<file path="config.mk">
export PLATFORM = sky130hd
export DESIGN_NAME = seed_match_engine
export DESIGN_NICKNAME = d
export VERILOG_FILES = /design/src/rtl/smx_pkg.sv /design/src/rtl/smx_window.sv /design/src/rtl/smx_cand_table.sv /design/src/rtl/smx_extender.sv /design/src/rtl/seed_match_engine.sv
export SDC_FILE = /design/constraint.sdc
export NUM_CORES = 2
export LEC_CHECK = 0
export ABC_AREA = 1
export BUFFER_PORTS_ARGS = -buffer_cell sky130_fd_sc_hd__buf_2
export CAP_MARGIN = 10
export CORE_ASPECT_RATIO = 1.4
export CORE_UTILIZATION = 65
export CTS_BUF_LIST = sky130_fd_sc_hd__clkbuf_16
export DETAILED_ROUTE_END_ITERATION = 10
export PLACE_DENSITY = 0.82
export SLEW_MARGIN = 25
export SYNTH_ARGS = -nofsm -noshare
export SYNTH_HDL_FRONTEND = slang
export SYNTH_HIERARCHICAL = 1
export SYNTH_SLANG_ARGS = --single-unit
</file>
<file path="constraint.sdc">
create_clock -name clk -period 7.28 [get_ports clk]
set_input_delay 1.82 -clock clk [delete_from_list [all_inputs] [get_ports clk]]
set_output_delay 1.82 -clock clk [all_outputs]
set_load 0.02 [all_outputs]
</file>
<file path="src/rtl/smx_pkg.sv">
package smx_pkg;
  typedef enum logic [1:0] {EX_IDLE, EX_RUN, EX_OUT} ext_state_t;
endpackage

</file>
<file path="src/rtl/smx_window.sv">
module smx_window #(
  parameter int SYM_W = 5,
  parameter int WIN   = 4,
  parameter int LOOK  = 8,
  parameter int POS_W = 16
) (
  input  logic                            clk,
  input  logic                            rst_n,
  input  logic                            shift,
  input  logic                            in_take,
  input  logic [SYM_W-1:0]                in_sym,
  input  logic                            in_last,
  output logic                            win_ok,
  output logic [WIN*SYM_W-1:0]            win_word,
  output logic [POS_W-1:0]                win_pos,
  output logic [LOOK-1:0][SYM_W-1:0]      look_sym,
  output logic [LOOK-1:0]                 look_vld,
  output logic [LOOK-1:0]                 look_brk,
  output logic                            drain_req
);
  localparam int D = WIN + LOOK;

  logic [SYM_W-1:0] sym_q [D];
  logic [POS_W-1:0] pos_q [D];
  logic [D-1:0]     vld_q;
  logic [D-1:0]     last_q;
  logic [POS_W-1:0] ctr_q;

  always_ff @(posedge clk or negedge rst_n) begin
    if (!rst_n) begin
      vld_q  <= '0;
      last_q <= '0;
      ctr_q  <= '0;
      for (int k = 0; k < D; k++) begin
        sym_q[k] <= '0;
        pos_q[k] <= '0;
      end
    end else if (shift) begin
      for (int k = 0; k < D-1; k++) begin
        sym_q[k]  <= sym_q[k+1];
        pos_q[k]  <= pos_q[k+1];
        vld_q[k]  <= vld_q[k+1];
        last_q[k] <= last_q[k+1];
      end
      sym_q[D-1]  <= in_sym;
      pos_q[D-1]  <= ctr_q;
      vld_q[D-1]  <= in_take;
      last_q[D-1] <= in_take & in_last;
      if (in_take) ctr_q <= ctr_q + 1'b1;
    end
  end

  // slot 0 is the oldest symbol and the first symbol of the window
  assign win_ok  = (&vld_q[WIN-1:0]) && !(|last_q[WIN-2:0]);
  assign win_pos = pos_q[0];

  for (genvar w = 0; w < WIN; w++) begin : g_win
    assign win_word[w*SYM_W +: SYM_W] = sym_q[w];
  end

  for (genvar j = 0; j < LOOK; j++) begin : g_look
    assign look_sym[j] = sym_q[WIN+j];
    assign look_vld[j] = vld_q[WIN+j];
    assign look_brk[j] = last_q[WIN+j-1];
  end

  // drain with empty slots only when the newest stored symbol closes a chain
  always_comb begin
    drain_req = 1'b0;
    for (int k = 0; k < D; k++) begin
      if (vld_q[k]) drain_req = last_q[k] && (k >= WIN);
    end
  end

  a_r1_window_contiguous: assert property (@(posedge clk) disable iff (!rst_n)
    win_ok |-> (pos_q[WIN-1] == pos_q[0] + POS_W'(WIN-1)));

  a_r9_pos_step: assert property (@(posedge clk) disable iff (!rst_n)
    (vld_q[0] && vld_q[1] && !last_q[0]) |-> (pos_q[1] == pos_q[0] + 1'b1));
endmodule

</file>
<file path="src/rtl/smx_cand_table.sv">
module smx_cand_table #(
  parameter int SYM_W = 5,
  parameter int WIN   = 4,
  parameter int NCAND = 50,
  parameter int CIW   = $clog2(NCAND)
) (
  input  logic                 clk,
  input  logic                 rst_n,
  input  logic                 wr_en,
  input  logic [CIW-1:0]       wr_idx,
  input  logic [WIN*SYM_W-1:0] wr_word,
  input  logic                 wr_keep,
  input  logic [WIN*SYM_W-1:0] key,
  output logic                 hit,
  output logic [CIW-1:0]       hit_idx
);
  localparam logic [CIW:0] NC_L = (CIW+1)'(NCAND);

  logic [WIN*SYM_W-1:0] word_q [NCAND];
  logic [NCAND-1:0]     en_q;
  logic [NCAND-1:0]     match;

  always_ff @(posedge clk or negedge rst_n) begin
    if (!rst_n) begin
      en_q <= '0;
      for (int c = 0; c < NCAND; c++) word_q[c] <= '0;
    end else if (wr_en && ({1'b0, wr_idx} < NC_L)) begin
      word_q[wr_idx] <= wr_word;
      en_q[wr_idx]   <= wr_keep;
    end
  end

  for (genvar c = 0; c < NCAND; c++) begin : g_cmp
    assign match[c] = en_q[c] && (word_q[c] == key);
  end

  always_comb begin
    hit_idx = '0;
    for (int c = NCAND-1; c >= 0; c--) begin
      if (match[c]) hit_idx = CIW'(c);
    end
  end
  assign hit = |match;

  a_r3_lowest_index: assert property (@(posedge clk) disable iff (!rst_n)
    hit |-> (match[hit_idx] &&
             ((match & ((NCAND'(1) << hit_idx) - NCAND'(1))) == '0)));
endmodule

</file>
<file path="src/rtl/smx_extender.sv">
module smx_extender
  import smx_pkg::*;
#(
  parameter int SYM_W = 5,
  parameter int LOOK  = 8,
  parameter int POS_W = 16,
  parameter int CIW   = 6,
  parameter int LIW   = $clog2(LOOK),
  parameter int LJW   = $clog2(LOOK+1)
) (
  input  logic                       clk,
  input  logic                       rst_n,
  input  logic                       cont_we,
  input  logic [LIW-1:0]             cont_addr,
  input  logic [SYM_W-1:0]           cont_sym,
  input  logic [LJW-1:0]             cont_len,
  input  logic [LJW-1:0]             mm_limit,
  input  logic                       start,
  input  logic [POS_W-1:0]           start_pos,
  input  logic [CIW-1:0]             start_cand,
  input  logic [LOOK-1:0][SYM_W-1:0] look_sym,
  input  logic [LOOK-1:0]            look_vld,
  input  logic [LOOK-1:0]            look_brk,
  output logic                       busy,
  output logic                       m_valid,
  input  logic                       m_ready,
  output logic [POS_W-1:0]           m_pos,
  output logic [CIW-1:0]             m_cand,
  output logic [LJW-1:0]             m_len,
  output logic [LJW-1:0]             m_mism
);
  ext_state_t       st_q;
  logic [SYM_W-1:0] cont_q [LOOK];
  logic [LJW-1:0]   j_q, mm_q;
  logic [POS_W-1:0] pos_q;
  logic [CIW-1:0]   cand_q;
  logic [LIW-1:0]   jx;
  logic             neq, stop;

  always_ff @(posedge clk or negedge rst_n) begin
    if (!rst_n) begin
      for (int k = 0; k < LOOK; k++) cont_q[k] <= '0;
    end else if (cont_we) begin
      cont_q[cont_addr] <= cont_sym;
    end
  end

  assign jx  = j_q[LIW-1:0];
  assign neq = (look_sym[jx] != cont_q[jx]);

  always_comb begin
    if ((j_q == cont_len) || (j_q == LJW'(LOOK))) stop = 1'b1;
    else stop = !look_vld[jx] || look_brk[jx] || (neq && (mm_q == mm_limit));
  end

  always_ff @(posedge clk or negedge rst_n) begin
    if (!rst_n) begin
      st_q   <= EX_IDLE;
      j_q    <= '0;
      mm_q   <= '0;
      pos_q  <= '0;
      cand_q <= '0;
    end else begin
      unique case (st_q)
        EX_IDLE: if (start) begin
          st_q   <= EX_RUN;
          j_q    <= '0;
          mm_q   <= '0;
          pos_q  <= start_pos;
          cand_q <= start_cand;
        end
        EX_RUN: if (stop) begin
          st_q <= EX_OUT;
        end else begin
          j_q  <= j_q + 1'b1;
          mm_q <= mm_q + LJW'(neq);
        end
        EX_OUT: if (m_ready) st_q <= EX_IDLE;
        default: st_q <= EX_IDLE;
      endcase
    end
  end

  assign busy    = (st_q != EX_IDLE);
  assign m_valid = (st_q == EX_OUT);
  assign m_pos   = pos_q;
  assign m_cand  = cand_q;
  assign m_len   = j_q;
  assign m_mism  = mm_q;

  a_r7_result_hold: assert property (@(posedge clk) disable iff (!rst_n)
    (m_valid && !m_ready) |=> (m_valid && $stable(m_pos) && $stable(m_cand) &&
                               $stable(m_len) && $stable(m_mism)));

  a_r4_mism_bound: assert property (@(posedge clk) disable iff (!rst_n)
    m_valid |-> ((m_mism <= mm_limit) && (m_mism <= m_len)));

  a_r5_len_bound: assert property (@(posedge clk) disable iff (!rst_n)
    m_valid |-> ((m_len <= cont_len) && (m_len <= LJW'(LOOK))));
endmodule

</file>
<file path="src/rtl/seed_match_engine.sv">
module seed_match_engine #(
  parameter int SYM_W = 5,
  parameter int WIN   = 4,
  parameter int LOOK  = 8,
  parameter int NCAND = 50,
  parameter int POS_W = 16,
  parameter int CIW   = $clog2(NCAND),
  parameter int LIW   = $clog2(LOOK),
  parameter int LJW   = $clog2(LOOK+1)
) (
  input  logic                 clk,
  input  logic                 rst_n,
  input  logic                 cand_we,
  input  logic [CIW-1:0]       cand_idx,
  input  logic [WIN*SYM_W-1:0] cand_word,
  input  logic                 cand_en,
  input  logic                 cont_we,
  input  logic [LIW-1:0]       cont_addr,
  input  logic [SYM_W-1:0]     cont_sym,
  input  logic [LJW-1:0]       cont_len,
  input  logic [LJW-1:0]       mm_limit,
  input  logic                 s_valid,
  output logic                 s_ready,
  input  logic [SYM_W-1:0]     s_sym,
  input  logic                 s_last,
  output logic                 m_valid,
  input  logic                 m_ready,
  output logic [POS_W-1:0]     m_pos,
  output logic [CIW-1:0]       m_cand,
  output logic [LJW-1:0]       m_len,
  output logic [LJW-1:0]       m_mism
);
  logic                       win_ok, drain_req, tab_hit, win_hit;
  logic [WIN*SYM_W-1:0]       win_word;
  logic [POS_W-1:0]           win_pos;
  logic [LOOK-1:0][SYM_W-1:0] look_sym;
  logic [LOOK-1:0]            look_vld, look_brk;
  logic [CIW-1:0]             tab_idx;
  logic                       ext_busy, start, shift, take, chk_q;

  assign win_hit = win_ok && tab_hit;
  assign start   = win_hit && !chk_q && !ext_busy;
  assign s_ready = !ext_busy && !(win_hit && !chk_q);
  assign take    = s_valid && s_ready;
  assign shift   = s_ready && (s_valid || drain_req);

  // marks that the window now in the oldest slots has already been reported
  always_ff @(posedge clk or negedge rst_n) begin
    if (!rst_n)     chk_q <= 1'b0;
    else if (shift) chk_q <= 1'b0;
    else if (start) chk_q <= 1'b1;
  end

  smx_window #(.SYM_W(SYM_W), .WIN(WIN), .LOOK(LOOK), .POS_W(POS_W)) u_win (
    .clk(clk), .rst_n(rst_n), .shift(shift), .in_take(take), .in_sym(s_sym),
    .in_last(s_last), .win_ok(win_ok), .win_word(win_word), .win_pos(win_pos),
    .look_sym(look_sym), .look_vld(look_vld), .look_brk(look_brk),
    .drain_req(drain_req)
  );

  smx_cand_table #(.SYM_W(SYM_W), .WIN(WIN), .NCAND(NCAND), .CIW(CIW)) u_tab (
    .clk(clk), .rst_n(rst_n), .wr_en(cand_we), .wr_idx(cand_idx),
    .wr_word(cand_word), .wr_keep(cand_en), .key(win_word),
    .hit(tab_hit), .hit_idx(tab_idx)
  );

  smx_extender #(.SYM_W(SYM_W), .LOOK(LOOK), .POS_W(POS_W), .CIW(CIW),
                 .LIW(LIW), .LJW(LJW)) u_ext (
    .clk(clk), .rst_n(rst_n), .cont_we(cont_we), .cont_addr(cont_addr),
    .cont_sym(cont_sym), .cont_len(cont_len), .mm_limit(mm_limit),
    .start(start), .start_pos(win_pos), .start_cand(tab_idx),
    .look_sym(look_sym), .look_vld(look_vld), .look_brk(look_brk),
    .busy(ext_busy), .m_valid(m_valid), .m_ready(m_ready), .m_pos(m_pos),
    .m_cand(m_cand), .m_len(m_len), .m_mism(m_mism)
  );

  a_r6_window_frozen: assert property (@(posedge clk) disable iff (!rst_n)
    ext_busy |=> $stable(win_pos));
endmodule

</file>
==> impl_metrics.toml <==
[yosys]
syn-instance-count = 7518
synthDistinctLibCells = 58
synth_area_um2 = 65300
yosys.area_share.adder = 0.000958
syn_area_per_cell_um2 = 8.69
synth_xor_area_frac = 0.0461
synth-seq-cells = 1415
synth_fp_nets = 7578
yosysSeqAreaShare = 0.542
synthMuxAreaShare = 0.00379
synth_edf_count = 0
synthArstFlopShare = 1.00
synth_flop_cell = "dfrtp_1"
synth_top_family_by_area = "compound AO/OA/AOI/OAI gates"
synth-simple-area-share = 0.171
synth_compound_area_frac = 0.172
ys_warn_count = 6

[clock_network]
cts_setup_buffers = 0
cts_root_buf = "clkbuf_16"
post_cts_resized = 0
cts.clk_slew.worst_paths_ns = 0.07
clock_sinks = 1415
cts_buffers = 135
holdBufCountCts = 0
ctsLongestPathBuffers = 3
htreeDepth = 4
clock_latency_ns = 0.78
cts_tree = "done"

[worst_setup_path]
cp-start-kind = "flop"
critPathMaxStageDelay_ns = 0.70
worstPathArrival_ns = 4.82
crit_top_cell = "nand2_1"
criticalPathCategory = "reg2out"
slowest_stage = "inv_2"
r2r_setup_slack_ns = 1.66
end_kind = "output pin"
r2r_start = "u_win/win_word[7]"
path_cells = "inv_2 > buf_4 > o21ai_0 > a211oi_1 > o2111ai_1 > nor4_1 > nand4_1 > nand2_1 > nor2_1 > nand3b_1 > nor2_1 > nand2_1 > nand3_2 > nand2_1 > inv_1 > buf_2"
rr_worst_depth = 16
crit_required_ns = 5.46
r2r-end = "u_win/win_word[16]"
worstPathMaxFanout = 28

[route]
ant_nets = 0
drt_iter0_markers = 9542
via_count = 56900
drt-pass1-iter-count = 9
wirelength_um = 208000
drc_errors = 0
detail_route.wl_per_cell_um = 23.9
viasPerCell = 6.55

[placement]
numPortBuffers = 86
post-place-cells = 8444
detailed_place_hpwl_um = 113000
placed_cell_area_um2 = 65800
place_congestion = 0.976
pre_cts_ws_ns = 1.69

[grt]
grt_pass1_vias = 54100
antenna_found_initial = 14
overflow = 0
grt_pass1_wl_um = 316000
track_usage = 0.408
grt_max_degree = 181

[sta]
final_hold_viol_count = 0
tns_ns = 0
drv_slew = 0
relSlewSlack = 0.173
worstMarginPinSlew_ns = 1.24
finalClockSkew_ns = 0.0364
layout_setup_ws_ns = 0.640
rsz0062_at_grt = "false"
fmax_mhz = 151
fin_crit_ns = 6.64
finalCritPeriodShare = 0.912
finalSetupViolations = 0

[cells_and_area]
syn_to_final_growth_pct = 7.55
fillCellCount = 7293
nNetsFinal = 7322
drive_above_1_share = 0.0745
post-route-cell-area_um2 = 70200
fin_cells = 8695

[die]
die_w_um = 270
rows = 137
die_height_um = 377
ios = 87
die-area_um2 = 102000
core_um2 = 99600
start_util = 0.656

[power]
p_switching_w = 0.00908
p_sw_frac = 0.374
total_power_w = 0.0243
combPwrFrac = 0.303
power_leakage_nw = 33.2
vdd_drop_max_uv = 266
seqPwrFrac = 0.411
clkPwrFrac = 0.285
power_density_nw_per_um2 = 346
internal-power_w = 0.0152

[worst_hold_path]
hold_end = "u_win/vld_q[0]"
hold_start = "u_win/vld_q[0]"
min_path_type = "reg2reg"
whs_path_depth = 2

[status]
status = "finished clean"

[flow_run]
cap_violations = 0
[logic make-up after synthesis]
logic type	Yosys count
compound gates	2026
xor+xnor	344
fa+ha+maj	5
simple gates	2735
mux	22
buf+inv	971
flops	1415
[worst max-delay path, delay by kind of cell, from the launching register on]
family | cells | cell delay (ns)
AOI/OAI and AO/OA | 3 | 0.45
buffers and inverters | 4 | 1.37
DFF | 1 | 0.41
and+or+nand+nor | 9 | 1.79
[final cells by class]
cell class / count / area (um2) / share of cell area
Inverter: 368 / 1410 / 0.0201
Sequential cell: 1415 / 35400 / 0.504
Clock buffer: 140 / 3500 / 0.0499
Timing Repair Buffer: 210 / 1600 / 0.0228
Clock inverter: 104 / 762 / 0.0108
Antenna cell: 6 / 15.0 / 0.000214
Multi-Input combinational cell: 5132 / 25900 / 0.368
Tap cell: 1320 / 1650 / 0.0235
[synthesized netlist by cell type (61+ instances only)]
master / count / area, um2
dfrtp_1: 1415 / 35400
clkbuf_1: 392 / 1470
inv_1: 343 / 1290
xor2_1: 234 / 2050
nor4_1: 134 / 838
nand3_1: 116 / 581
a22o_1: 61 / 534
nand2_1: 2156 / 8090
buf_2: 97 / 485
o21ai_0: 1552 / 7770
nor2_1: 189 / 709
xnor2_1: 110 / 963
nand4_1: 78 / 488
o22ai_1: 169 / 1060
[worst max-delay path by stage]
stage | start | endpoint | slack, ns | cells after the start
after floorplan | u_win/win_word[7] | s_ready | 1.94 | 22
after global placement | u_win/win_word[18] | s_ready | 1.74 | 16
after detailed placement | u_win/win_word[7] | s_ready | 1.69 | 15
after CTS | u_win/win_word[7] | s_ready | 0.84 | 15
after global routing | u_win/win_word[17] | s_ready | 0.43 | 17
final | u_win/win_word[4] | s_ready | 0.64 | 16
[through the flow]
step	hold WS (ns)	util
2_1_floorplan	0.442	-
3_3_place_gp	0.454	0.661
3_5_place_dp	0.459	0.661
4_1_cts	0.480	0.704
5_1_grt	0.498	0.705
6_report	0.477	0.705
[per-layer routing]
layer / part of all wire / wire length, um / global-route usage
met5: 0.00054 / 113 / 0
met4: 0.081 / 16800 / 0.288
met3: 0.14 / 28300 / 0.109
met2: 0.44 / 90700 / 0.609
met1: 0.35 / 72100 / 0.520
[sequential cells by signal, summed over array words and instances, names as in the netlist]
signal and flops:
u_tab/word_q 1000, u_win/pos_q 176, u_tab/en_q 50, u_ext/cont_q 40
u_win/look_sym 40, u_win/win_word 20, u_ext/m_pos 16, u_win/ctr_q 16
u_win/win_pos 16, u_win/last_q 12, u_win/vld_q 12, u_ext/m_cand 6
u_ext/m_len 4, u_ext/m_mism 4, u_ext/st_q 2, chk_q 1
[power by group through the flow]
| stage | Combinational (W) | Clock (W) | Sequential, W |
|---|---|---|---|
| final | 0.00737 | 0.00693 | 0.00999 |
| after global routing | 0.00782 | 0.00727 | 0.0101 |
| after CTS | 0.00705 | 0.00697 | 0.00995 |
| after detailed placement | 0.00697 | 0 | 0.0101 |
| after global placement | 0.00676 | 0 | 0.0100 |
| after floorplan | 0.00490 | 0 | 0.00976 |
[cells in the final DEF (no fill, tap or decap), drive strengths merged, types with 4 or more instances in the layout]
cell type,Yosys,routed
a211oi,43,43
a21boi,11,11
a21oi,17,17
a221o,10,10
a221oi,57,57
a22o,61,61
and3,7,7
buf,211,210
bufinv,0,10
clkbuf,392,140
clkinv,1,59
dfrtp,1415,1415
diode,0,6
ha,5,5
inv,367,400
mux2,22,22
nand2,2172,2172
nand3,118,118
nand3b,4,4
nand4,78,78
nor2,196,196
nor3,13,13
nor4,134,134
o2111ai,42,42
o211ai,8,8
o21ai,1586,1586
o21bai,4,4
o221ai,6,6
o22ai,169,169
or2,8,8
xnor2,110,110
xor2,234,234
Note: power is estimated with default switching activity, not from simulation.
